==> config.mk <==
export PLATFORM = sky130hd
export DESIGN_NAME = eeprom_word_reader
export DESIGN_NICKNAME = d
export VERILOG_FILES = /design/src/rtl/ewr_pkg.sv /design/src/rtl/ewr_step_timer.sv /design/src/rtl/ewr_seq.sv /design/src/rtl/eeprom_word_reader.sv
export SDC_FILE = /design/constraint.sdc
export NUM_CORES = 1
export LEC_CHECK = 0
export CAP_MARGIN = 20
export CORE_AREA = 4 4 93 95
export DETAILED_ROUTE_END_ITERATION = 10
export DIE_AREA = 0 0 97 99
export GPL_TIMING_DRIVEN = 0
export PLACE_DENSITY = 0.67
export SLEW_MARGIN = 20
export SYNTH_ARGS = -nofsm -noshare
export SYNTH_HDL_FRONTEND = slang
export SYNTH_SLANG_ARGS = --single-unit
==> constraint.sdc <==
create_clock -name clk -period 5.5 [get_ports clk]
set_input_delay 1.375 -clock clk [delete_from_list [all_inputs] [get_ports clk]]
set_output_delay 1.375 -clock clk [all_outputs]
set_load 0.02 [all_outputs]
==> src/rtl/ewr_pkg.sv <==
package ewr_pkg;

    typedef enum logic [3:0] {
        ST_IDLE,
        ST_ENABLE,
        ST_SELECT,
        ST_CMD_SET,
        ST_CMD_RISE,
        ST_CMD_FALL,
        ST_DAT_RISE,
        ST_DAT_FALL,
        ST_DESEL,
        ST_DISABLE
    } ewr_state_t;

    localparam int unsigned EWR_OPC_W          = 3;
    localparam logic [EWR_OPC_W-1:0] EWR_RD_OPC = 3'b110;

endpackage

==> src/rtl/ewr_step_timer.sv <==
module ewr_step_timer #(
    parameter int unsigned HALF_CLKS = 4
) (
    input  logic clk,
    input  logic rst_n,
    input  logic run,
    output logic step
);
    localparam int unsigned TW = $clog2(HALF_CLKS + 1);
    localparam logic [TW-1:0] RELOAD = TW'(HALF_CLKS - 1);

    logic [TW-1:0] cnt_q;

    assign step = run && (cnt_q == '0);

    always_ff @(posedge clk or negedge rst_n) begin
        if (!rst_n) begin
            cnt_q <= RELOAD;
        end else if (!run || step) begin
            cnt_q <= RELOAD;
        end else begin
            cnt_q <= cnt_q - 1'b1;
        end
    end
endmodule

==> src/rtl/ewr_seq.sv <==
module ewr_seq
    import ewr_pkg::*;
#(
    parameter int unsigned ADDR_W = 6,
    parameter int unsigned CNT_W  = 7,
    parameter int unsigned DATA_W = 16,
    parameter int unsigned OPC_W  = EWR_OPC_W,
    parameter logic [OPC_W-1:0] RD_OPC = EWR_RD_OPC
) (
    input  logic              clk,
    input  logic              rst_n,
    input  logic              step,
    input  logic              req,
    input  logic [ADDR_W-1:0] start_addr,
    input  logic [CNT_W-1:0]  word_cnt,
    input  logic              ee_dout,
    output logic              busy,
    output logic              link_en,
    output logic              ee_cs,
    output logic              ee_sk,
    output logic              ee_di,
    output logic [DATA_W-1:0] word_data,
    output logic              word_valid,
    output logic              done
);
    localparam int unsigned CMD_W = OPC_W + ADDR_W;
    localparam int unsigned MAXB  = (CMD_W > DATA_W) ? CMD_W : DATA_W;
    localparam int unsigned BIT_W = $clog2(MAXB);
    localparam logic [BIT_W-1:0] CMD_LAST = BIT_W'(CMD_W - 1);
    localparam logic [BIT_W-1:0] DAT_LAST = BIT_W'(DATA_W - 1);

    ewr_state_t         state_q;
    logic [ADDR_W-1:0]  addr_q;
    logic [CNT_W-1:0]   left_q;
    logic [BIT_W-1:0]   bidx_q;
    logic [DATA_W-1:0]  shreg_q;
    logic [CMD_W-1:0]   cmd_vec;

    assign cmd_vec = {RD_OPC, addr_q};

    // State register and datapath
    always_ff @(posedge clk or negedge rst_n) begin
        if (!rst_n) begin
            state_q    <= ST_IDLE;
            addr_q     <= '0;
            left_q     <= '0;
            bidx_q     <= '0;
            shreg_q    <= '0;
            word_data  <= '0;
            word_valid <= 1'b0;
            done       <= 1'b0;
        end else begin
            word_valid <= 1'b0;
            done       <= 1'b0;
            unique case (state_q)
                ST_IDLE: begin
                    if (req) begin
                        if (word_cnt == '0) begin
                            done <= 1'b1;
                        end else begin
                            addr_q  <= start_addr;
                            left_q  <= word_cnt;
                            state_q <= ST_ENABLE;
                        end
                    end
                end
                ST_ENABLE: if (step) state_q <= ST_SELECT;
                ST_SELECT: begin
                    if (step) begin
                        bidx_q  <= '0;
                        state_q <= ST_CMD_SET;
                    end
                end
                ST_CMD_SET:  if (step) state_q <= ST_CMD_RISE;
                ST_CMD_RISE: if (step) state_q <= ST_CMD_FALL;
                ST_CMD_FALL: begin
                    if (step) begin
                        if (bidx_q == CMD_LAST) begin
                            bidx_q  <= '0;
                            state_q <= ST_DAT_RISE;
                        end else begin
                            bidx_q  <= bidx_q + 1'b1;
                            state_q <= ST_CMD_SET;
                        end
                    end
                end
                ST_DAT_RISE: begin
                    if (step) begin
                        shreg_q <= {shreg_q[DATA_W-2:0], ee_dout};
                        state_q <= ST_DAT_FALL;
                    end
                end
                ST_DAT_FALL: begin
                    if (step) begin
                        if (bidx_q == DAT_LAST) begin
                            word_data  <= shreg_q;
                            word_valid <= 1'b1;
                            state_q    <= ST_DESEL;
                        end else begin
                            bidx_q  <= bidx_q + 1'b1;
                            state_q <= ST_DAT_RISE;
                        end
                    end
                end
                ST_DESEL: begin
                    if (step) begin
                        if (left_q == CNT_W'(1)) begin
                            state_q <= ST_DISABLE;
                        end else begin
                            left_q  <= left_q - 1'b1;
                            addr_q  <= addr_q + 1'b1;
                            state_q <= ST_SELECT;
                        end
                    end
                end
                ST_DISABLE: begin
                    if (step) begin
                        done    <= 1'b1;
                        state_q <= ST_IDLE;
                    end
                end
                default: state_q <= ST_IDLE;
            endcase
        end
    end

    // Pin decode from state
    always_comb begin
        busy    = 1'b1;
        link_en = 1'b1;
        ee_cs   = 1'b0;
        ee_sk   = 1'b0;
        ee_di   = 1'b0;
        unique case (state_q)
            ST_IDLE: begin
                busy    = 1'b0;
                link_en = 1'b0;
            end
            ST_ENABLE, ST_DESEL: ;
            ST_SELECT: ee_cs = 1'b1;
            ST_CMD_SET, ST_CMD_FALL: begin
                ee_cs = 1'b1;
                ee_di = cmd_vec[CMD_LAST - bidx_q];
            end
            ST_CMD_RISE: begin
                ee_cs = 1'b1;
                ee_sk = 1'b1;
                ee_di = cmd_vec[CMD_LAST - bidx_q];
            end
            ST_DAT_RISE: begin
                ee_cs = 1'b1;
                ee_sk = 1'b1;
                ee_di = cmd_vec[0];
            end
            ST_DAT_FALL: begin
                ee_cs = 1'b1;
                ee_di = cmd_vec[0];
            end
            ST_DISABLE: link_en = 1'b0;
            default: begin
                busy    = 1'b0;
                link_en = 1'b0;
            end
        endcase
    end
endmodule

==> src/rtl/eeprom_word_reader.sv <==
module eeprom_word_reader #(
    parameter int unsigned HALF_CLKS = 4,
    parameter int unsigned ADDR_W    = 6,
    parameter int unsigned CNT_W     = 7,
    parameter int unsigned DATA_W    = 16
) (
    input  logic              clk,
    input  logic              rst_n,
    input  logic              req,
    input  logic [ADDR_W-1:0] start_addr,
    input  logic [CNT_W-1:0]  word_cnt,
    output logic              busy,
    output logic              link_en,
    output logic              ee_cs,
    output logic              ee_sk,
    output logic              ee_di,
    input  logic              ee_dout,
    output logic [DATA_W-1:0] word_data,
    output logic              word_valid,
    output logic              done
);
    logic step;

    ewr_step_timer #(.HALF_CLKS(HALF_CLKS)) u_timer (
        .clk   (clk),
        .rst_n (rst_n),
        .run   (busy),
        .step  (step)
    );

    ewr_seq #(
        .ADDR_W (ADDR_W),
        .CNT_W  (CNT_W),
        .DATA_W (DATA_W)
    ) u_seq (
        .clk        (clk),
        .rst_n      (rst_n),
        .step       (step),
        .req        (req),
        .start_addr (start_addr),
        .word_cnt   (word_cnt),
        .ee_dout    (ee_dout),
        .busy       (busy),
        .link_en    (link_en),
        .ee_cs      (ee_cs),
        .ee_sk      (ee_sk),
        .ee_di      (ee_di),
        .word_data  (word_data),
        .word_valid (word_valid),
        .done       (done)
    );
endmodule

==> results of run 1 <==
==> logic make-up (layout without fill, tap and decap cells) <==
group	after synthesis	in the layout
flops	58	58
buf+inv	30	86
mux	37	37
compound gates	66	66
simple gates	83	83
fa+ha+maj	8	8
xor+xnor	3	3
==> worst paths after layout <==
path                             startpoint             endpoint  slack [ns]  cells after the start
setup / recovery            u_seq.bidx_q[0]                ee_di        1.45                      7
setup reg to reg           u_timer.cnt_q[0]  u_seq.word_data[15]        3.04                      8
hold / removal             u_timer.cnt_q[0]     u_timer.cnt_q[0]        0.45                      1
max in group asynchronous             rst_n     u_seq.shreg_q[3]        4.07                      2
hold reg to reg            u_timer.cnt_q[0]     u_timer.cnt_q[0]        0.45                      1
min in group asynchronous             rst_n      u_seq.bidx_q[2]        0.94                      1
==> layout by cell type (no fill, tap or decap), types with 3 or more instances in the layout <==
cell type and count:
a21oi_1 11, a22oi_1 4, and3_1 3, buf_2 9, buf_4 3, bufinv_16 3
clkbuf_1 4, clkbuf_8 9, clkdlybuf4s50_1 38, clkinv_4 3, dfrtp_1 56, ha_1 8
inv_1 14, mux2_2 32, mux2i_1 4, nand2_1 14, nand2b_1 4, nand3_1 11
nand4_1 4, nor2_1 10, nor2b_1 4, nor3_1 7, nor4_1 3, nor4b_1 3
o211ai_1 4, o21ai_0 17, o22ai_1 6, o2bb2ai_1 7, or4_1 3
==> cell usage after synthesis (all sizes together), types with 3 or more instances <==
cell and instances:
nand2b 4, nand3 11, nand2 15, nand4 4, and3 3, mux2i 4
or4 3, buf 12, o21ai 17, a211oi 3, a21oi 11, o2bb2ai 7
clkbuf 4, nor3 8, inv 14, nor4b 3, o22ai 6, nor2 10
mux2 33, nor4 4, a22oi 4, dfrtp 56, nor2b 4, o211ai 4
ha 8
==> metal layers <==
layer  GRT usage  part of all wire
met2       0.236              0.48
met4      0.0594             0.011
met1       0.199              0.46
met3      0.0439             0.051
met5           0                 0
==> report_power, final <==
part	switching, µW	internal [µW]
clock network	182	305
registers	82.7	510
logic	302	219
total	566	1030
==> layout make-up <==
class | instances | area [µm²]
buffer | 16 | 78.8
inverter | 14 | 52.6
clock inverter | 7 | 125
multi-input combinational | 197 | 1480
fill | 714 | 3880
sequential | 58 | 1450
timing repair buffer | 40 | 408
tap | 102 | 128
clock buffer | 9 | 124
==> flip-flops by register name (all words and copies together), names as in the netlist <==
register and count:
u_seq.left_q 7, u_seq.addr_q 6, u_seq.state_q 4, u_seq.word_data 16, u_seq.done 1, u_timer.cnt_q 3, u_seq.word_valid 1, u_seq.bidx_q 4
u_seq.shreg_q 16
==> worst max-delay path: cells and delay by family, from the launching register on <==
family / cells / cell delay [ns]
adders and majority gates: 1 / 0.24
xor gates and xnor gates: 1 / 0.31
AOI/OAI and AO/OA: 3 / 0.57
buffers and inverters: 2 / 0.80
DFF: 1 / 0.42
==> through the flow <==
step	hold slack, ns	instances
floorplan	0.421	285
global placement	0.432	426
detailed placement	0.437	427
CTS	0.454	443
global route	0.480	443
finish	0.449	443
==> flow_summary.ini, run 1 <==
[global_route]
grt_max_degree = 34
grt_pass1_wl_um = 11900
grtUsageTotal = 0.151
grt_pass1_vias = 2433
grt_antenna_before_repair = 0
grt_overflow = 0

[cts]
clock_latency_ns = 0.34
clock-sinks = 58
cts.hold.buffers_added = 0
ctsResizeCount = 0
htreeDepth = 3
cts_tree = yes
cts_setup_buffers = 0
cts.clk_slew.worst_paths_ns = 0.07
cts_root_buf = clkbuf_8
cts_buffers = 9
clock_path_buffers = 2

[detailed_routing]
via_per_inst = 5.51
dr.first_iter.drc_count = 110
dr.pass1.iters = 4
drt_wl_total_um = 7080
routedWlPerCell_um = 16.0
vias = 2440
ant_nets = 0
drc = 0

[logic_synthesis]
synth_area_leaders = dfrtp_1 (46%), mux2_2 (12%), ha_1 (3.3%)
muxShareOfSynthArea = 0.134
synth_cell_types = 54
synth_top_cell_by_area = dfrtp_1
synth_flop_cell = dfrtp_1
synth_area_um2 = 3070
yosys.area_share.simple = 0.161
ys_ff_latch = 58
ys_warn_count = 0
yosysSeqAreaShare = 0.474
synth_fp_nets = 310
synthArstFlopShare = 1.00
synth_compound_area_frac = 0.147
synth_fa_ha_area_frac = 0.0327
synth_edf_count = 0
synthCells = 285
synth_xor_area_frac = 0.00857
yosysTopAreaCellShare = 0.457
synth_top_family_by_area = simple AND/OR/NAND/NOR gates
syn_avg_cell_area_um2 = 10.8

[final_layout]
syn_to_final_growth_pct = 25.6
final_nets = 361
fin_area_um2 = 3850
utilization = 0.498
diodes = 0
drive_gt1_frac = 0.202

[placed_design]
place_ws_ns = 1.83
gp_congestion = 0.909
dpl-instance-area_um2 = 3600
dp_hpwl_um = 5070
portBuffers = 39

[critical_path]
critPathMaxStageDelay_ns = 0.65
cp_cell_sequence = inv_1 > ha_1 > xor2_1 > a21boi_0 > o21ai_0 > a32oi_1 > clkdlybuf4s50_1
end_kind = output port
path_max_fanout = 5
worstPathArrival_ns = 2.67
worstPathRequired_ns = 4.12
cp-start-kind = flip-flop
critPathSlowestCell = clkdlybuf4s50_1
path_class = reg2out

[floorplanning]
fp.coreArea_um2 = 7730
die_w_um = 97
fp.dieArea_um2 = 9600
die_h_um = 99
core.rowCount = 32
initial_core_util = 0.397
ioPinCount = 40

[timing]
rsz0062_at_grt = false
fmax_ghz = 0.247
slew_viol_final = 0
tns_ns = 0
skew_ns = 0.0104
maxSlewHeadroom = 0.365
tightest_slew_ns = 0.939
fin_crit_sh = 0.736
setup_slack_ns = 1.45
period_needed_ns = 4.05
finalHoldViolCount = 0
finalSetupViolations = 0

[power]
vdd_ir_drop_max_mv = 0.210
finalPower_uw = 1600
leakagePower_uw = 0.00169
powerDensity_nw_per_um2 = 416

[run_status]
status = finished clean

[flow_run]
maxCapViolCount = 0

[hold_path]
hp-class = reg2reg
No activity file was read; power rests on OpenSTA's default activity.
==> inputs of run 2 (changes only) <==
--- a/config.mk
+++ b/config.mk
@@ -10,7 +10,7 @@
 export DETAILED_ROUTE_END_ITERATION = 10
 export DIE_AREA = 0 0 97 99
 export GPL_TIMING_DRIVEN = 0
-export PLACE_DENSITY = 0.67
+export PLACE_DENSITY = 0.69
 export SLEW_MARGIN = 20
 export SYNTH_ARGS = -nofsm -noshare
 export SYNTH_HDL_FRONTEND = slang
==> constraint.sdc (replaced) <==
create_clock -name clk -period 3.5 [get_ports clk]
set_input_delay 0.875 -clock clk [delete_from_list [all_inputs] [get_ports clk]]
set_output_delay 0.875 -clock clk [all_outputs]
set_load 0.02 [all_outputs]
==> run 2 against run 1 <==
  * Clock-buffer cell count is the same
  * Sequential power is 56% higher
  * Design area rose by 0.46%
  * Non-clock buffer count unchanged
  * Clock power increased by 59%
  * Clock skew rose by 0.0022 ns
  * Total power rose by 58%
  * Via count grew 0.66%
  * Critical endpoint is now link_en
==> flow_summary.ini, run 2 (synthesis results as in run 1) <==
[power]
leakagePower_uw = 0.00171
switchingPower_uw = 897
finalPower_uw = 2520
powerDensity_nw_per_um2 = 653
vdd_ir_drop_max_mv = 0.353
p_int_uw = 1630
swShare = 0.355
p_comb_frac = 0.326
power_frac_seq = 0.367
pwr-share-clk = 0.307

[timing]
finalSetupViolations = 0
tightest_slew_ns = 1.03
slew_viol_final = 0
finalHoldViolCount = 0
fmax_ghz = 0.305
rsz0062_at_grt = false
skew_ns = 0.0126
period_needed_ns = 3.28
fin_crit_sh = 0.937
maxSlewHeadroom = 0.305

[global_route]
grt_max_degree = 52
grt_overflow = 0
grtUsageTotal = 0.158
grt_pass1_wl_um = 12400
grt_pass1_vias = 2532
grt_antenna_before_repair = 0

[critical_path]
end_kind = output port
worstPathArrival_ns = 2.41
reg2reg_depth = 8
critPathMaxStageDelay_ns = 0.62
cp_cell_sequence = clkbuf_1 > buf_1 > xnor2_1 > clkdlybuf4s50_1
path_class = reg2out
worstReg2RegEnd = u_seq.word_data[9]
critPathSlowestCell = clkdlybuf4s50_1
path_max_fanout = 10
crit_buf_inv = 3
rrSetupSlack_ns = 1.01
worstPathRequired_ns = 2.62
cp-start-kind = flip-flop
r2r-start = u_timer.cnt_q[0]
cp_top_family = buffers and inverters

[detailed_routing]
drt_wl_total_um = 7120
via_per_inst = 5.54
routedWlPerCell_um = 16.1
vias = 2456
ant_nets = 0
dr.pass1.iters = 4
dr.first_iter.drc_count = 126
drc = 0

[run_status]
status = finished clean

[final_layout]
drive_gt1_frac = 0.205
syn_to_final_growth_pct = 26.2
reg_top3 = u_seq.shreg_q (16), u_seq.word_data (16), u_seq.left_q (7)
final_cell_mix = dfrtp_1 (56), clkdlybuf4s50_1 (37), mux2_2 (32)
diodes = 0
nFillCells = 683
final_common_cell = dfrtp_1
final_nets = 361
fin_area_um2 = 3870

[floorplanning]
die_w_um = 97
fp.dieArea_um2 = 9600
die_h_um = 99
fp.coreArea_um2 = 7730
initial_core_util = 0.397
ioPinCount = 40
core.rowCount = 32

[cts]
clock-sinks = 58
clock_path_buffers = 2
htreeDepth = 3
cts.clk_slew.worst_paths_ns = 0.08
cts_tree = yes
cts_root_buf = clkbuf_8
cts_buffers = 9
clock_latency_ns = 0.35

[flow_run]
maxCapViolCount = 0

[placed_design]
dpl-instance-area_um2 = 3610
gp_congestion = 0.943
dp_hpwl_um = 4920
portBuffers = 39

[hold_path]
hp-class = in2async
==> run 2: metrics by stage <==
stage / hold WS (ns) / worst slack (ns) / util / TNS, ns / cells
final: 0.339 / 0.219 / 0.500 / 0 / 443
after global routing: 0.333 / 0.134 / 0.500 / 0 / 443
after CTS: 0.339 / 0.0485 / 0.500 / 0 / 443
after detailed placement: 0.435 / 0.374 / 0.467 / 0 / 427
after global placement: 0.429 / -0.297 / 0.464 / -16.46 / 426
after floorplan: 0.421 / 0.955 / - / 0 / 285
==> run 2: cell type report <==
class	count	area, µm²	share of cell area
Multi-Input combinational cell	197	1490	0.385
Sequential cell	58	1450	0.376
Timing Repair Buffer	40	418	0.108
Tap cell	102	128	0.0330
Clock inverter	7	125	0.0324
Clock buffer	9	124	0.0320
Buffer	16	78.8	0.0204
Inverter	14	52.6	0.0136
==> run 2: power groups by stage <==
stage,Sequential (µW),Clock [µW],Combinational [µW]
detailed placement,937,0,813
floorplan,900,0,591
global placement,933,0,788
finish,927,775,822
CTS,926,784,826
global route,955,820,926
==> run 2: routing by layer <==
layer	up-vias	GRT usage	wire length, µm
li1	1167	-	-
met1	1190	0.210	3210
met2	86	0.248	3380
met3	13	0.0467	414
met4	0	0.0508	127
met5	-	0	0
==> run 2: worst max-delay path by stage <==
stage                          start               to  depth (start not counted)
floorplan            u_seq.bidx_q[0]            ee_di                          6
global placement               rst_n  u_seq.bidx_q[0]                          1
CTS                  u_seq.bidx_q[0]            ee_di                          7
detailed placement   u_seq.bidx_q[0]            ee_di                          7
finish              u_seq.state_q[3]          link_en                          4
global route        u_seq.state_q[3]             busy                          4
==> run 2: repair_timing <==
action	4_1_cts	5_1_grt
buffers inserted	0	0
resized for setup	1	1
setup endpoints to repair	1	1
hold buffers	0	0
==> inputs of run 3 (changes only) <==
--- a/config.mk
+++ b/config.mk
@@ -6,11 +6,12 @@
 export NUM_CORES = 1
 export LEC_CHECK = 0
 export CAP_MARGIN = 20
-export CORE_AREA = 4 4 93 95
+export CORE_AREA = 4 4 84 86
 export DETAILED_ROUTE_END_ITERATION = 10
-export DIE_AREA = 0 0 97 99
+export DIE_AREA = 0 0 88 90
 export GPL_TIMING_DRIVEN = 0
-export PLACE_DENSITY = 0.69
+export MAX_ROUTING_LAYER = met4
+export PLACE_DENSITY = 0.81
 export SLEW_MARGIN = 20
 export SYNTH_ARGS = -nofsm -noshare
 export SYNTH_HDL_FRONTEND = slang
==> run 3 against run 2 <==
  * Clock-buffer cell count grew 2
  * Combinational power down 1%
  * Maximum frequency is 1.8% higher
  * Global-route usage up 2.8 points
  * Design area decreased by 1.6%
  * Sequential share of layout area rose by 0.61 points
  * Clock power decreased by 12%
  * Via count is 1.4% higher
  * Critical path depth is the same
  * Total power down 3.8%
  * Core utilization increased by 11 points
  * Sequential power grew 0.5%
==> flow_summary.ini, run 3 (synthesis results as in run 1) <==
[placed_design]
portBuffers = 39
dp_hpwl_um = 4890
dpl-instance-area_um2 = 3580
gp_congestion = 0.908

[global_route]
grtUsageTotal = 0.185
grt_pass1_vias = 2452
grt_antenna_before_repair = 0
grt_max_degree = 47
grt_overflow = 0
grt_pass1_wl_um = 11400

[detailed_routing]
drt_wl_total_um = 6820
vias = 2491
routedWlPerCell_um = 16.3
ant_nets = 0
via_per_inst = 5.96
drc = 0
dr.pass1.iters = 7
dr.first_iter.drc_count = 159

[power]
p_int_uw = 1570
finalPower_uw = 2430
powerDensity_nw_per_um2 = 638
power_frac_seq = 0.384
pwr-share-clk = 0.281
leakagePower_uw = 0.00169
vdd_ir_drop_max_mv = 0.384
swShare = 0.354
p_comb_frac = 0.335
switchingPower_uw = 860

[cts]
clock_latency_ns = 0.33
cts_tree = yes
htreeDepth = 3
clock_path_buffers = 2
cts_buffers = 9
clock-sinks = 58
cts_setup_buffers = 0
cts.clk_slew.worst_paths_ns = 0.07
cts_root_buf = clkbuf_8

[floorplanning]
core.rowCount = 29
ioPinCount = 40
fp.dieArea_um2 = 7920
die_h_um = 90
die_w_um = 88
initial_core_util = 0.488
fp.coreArea_um2 = 6280

[critical_path]
startpoint = u_seq.state_q[3]
cp_top_family = buffers and inverters
r2r-start = u_timer.cnt_q[0]
cp-start-kind = flip-flop
cp_cell_sequence = clkbuf_1 > buf_1 > xnor2_1 > clkdlybuf4s50_1
critPathMaxStageDelay_ns = 0.63
worstPathArrival_ns = 2.35
end_kind = output port
path_class = reg2out
worstPathRequired_ns = 2.62
path_max_fanout = 10
critPathSlowestCell = clkdlybuf4s50_1
crit_buf_inv = 3

[final_layout]
drive_gt1_frac = 0.202
diodes = 0
syn_to_final_growth_pct = 24.2
nFillCells = 533
reg_top3 = u_seq.shreg_q (16), u_seq.word_data (16), u_seq.left_q (7)
final_common_cell = dfrtp_1
final_nets = 361
final_cell_mix = dfrtp_1 (56), clkdlybuf4s50_1 (37), mux2_2 (32)
fin_area_um2 = 3810

[timing]
period_needed_ns = 3.22
hold_slack_ns = 0.390
tns_ns = 0
maxSlewHeadroom = 0.479
rsz0062_at_grt = false
finalSetupViolations = 0
fin_crit_sh = 0.921
tightest_slew_ns = 0.778
slew_viol_final = 0
fmax_ghz = 0.310
skew_ns = 0.0106
finalHoldViolCount = 0

[hold_path]
hp-class = in2async

[run_status]
status = finished clean

[flow_run]
maxCapViolCount = 0
[run 3: cell types whose count changed in the layout (fill, tap and decap cells not counted)]
cell / before / now
clkbuf_8: 9 / 10
clkbuf_1: 4 / 5
clkinv_4: 3 / 0
clkinv_2: 0 / 2
clkinvlp_4: 0 / 1
bufinv_16: 3 / 2
inv_6: 1 / 0
[run 3: final timing paths]
path	end	slack (ns)	cells after the start
worst min-delay path	u_seq.addr_q[2]	0.39	1
min in group clk	u_timer.cnt_q[0]	0.45	1
max in group asynchronous	u_seq.state_q[0]	2.63	2
worst max-delay path	link_en	0.28	4
worst min register to register	u_timer.cnt_q[0]	0.45	1
worst max register to register	u_seq.word_data[15]	1.00	8
[run 3: power groups by stage]
| stage | Combinational, µW | Sequential, µW | Clock [µW] |
|---|---|---|---|
| final | 813 | 932 | 682 |
| after global routing | 901 | 948 | 728 |
| after floorplan | 591 | 900 | 0 |
| after global placement | 779 | 930 | 0 |
| after CTS | 812 | 926 | 693 |
| after detailed placement | 804 | 937 | 0 |
[run 3: layout make-up]
type	count	area (µm²)	area share
clock buffer	11	141	0.0371
clock inverter	5	77.6	0.0204
tap	77	96.3	0.0253
buffer	16	78.8	0.0207
sequential	58	1450	0.382
inverter	14	52.6	0.0138
timing repair buffer	40	418	0.110
multi-input combinational	197	1490	0.391
[run 3: worst reg2reg max path, cell delays in order (launching register included)]
cell,delay (ns)
dfstp_2,0.37
inv_1,0.05
ha_1,0.14
ha_1,0.17
buf_2,0.21
nand4b_1,0.16
nor3_2,0.62
buf_4,0.32
mux2_2,0.35
[run 3: layer usage]
layer / part of all wire / wire length (µm) / vias up / global-route usage
met5: 0 / 0 / - / -
met4: 0.014 / 94 / 0 / 0.0703
met3: 0.061 / 415 / 8 / 0.0311
met2: 0.49 / 3370 / 98 / 0.288
met1: 0.43 / 2940 / 1212 / 0.242
li1: - / - / 1173 / -
[run 3: timing repair]
| action | in CTS | in global routing |
|---|---|---|
| hold buffers | 0 | 0 |
| gates resized for setup | 0 | 2 |
| setup endpoints to repair | 0 | 1 |
| hold endpoints to repair | 0 | 0 |
[run 3: metrics by stage]
step                      cells  utilization  setup slack [ns]
after global placement      401        0.566            -0.272
after CTS                   418        0.605          0.000948
after detailed placement    402        0.570             0.372
after floorplan             285            -             0.955
final                       418        0.606             0.276
after global routing        418        0.606             0.133
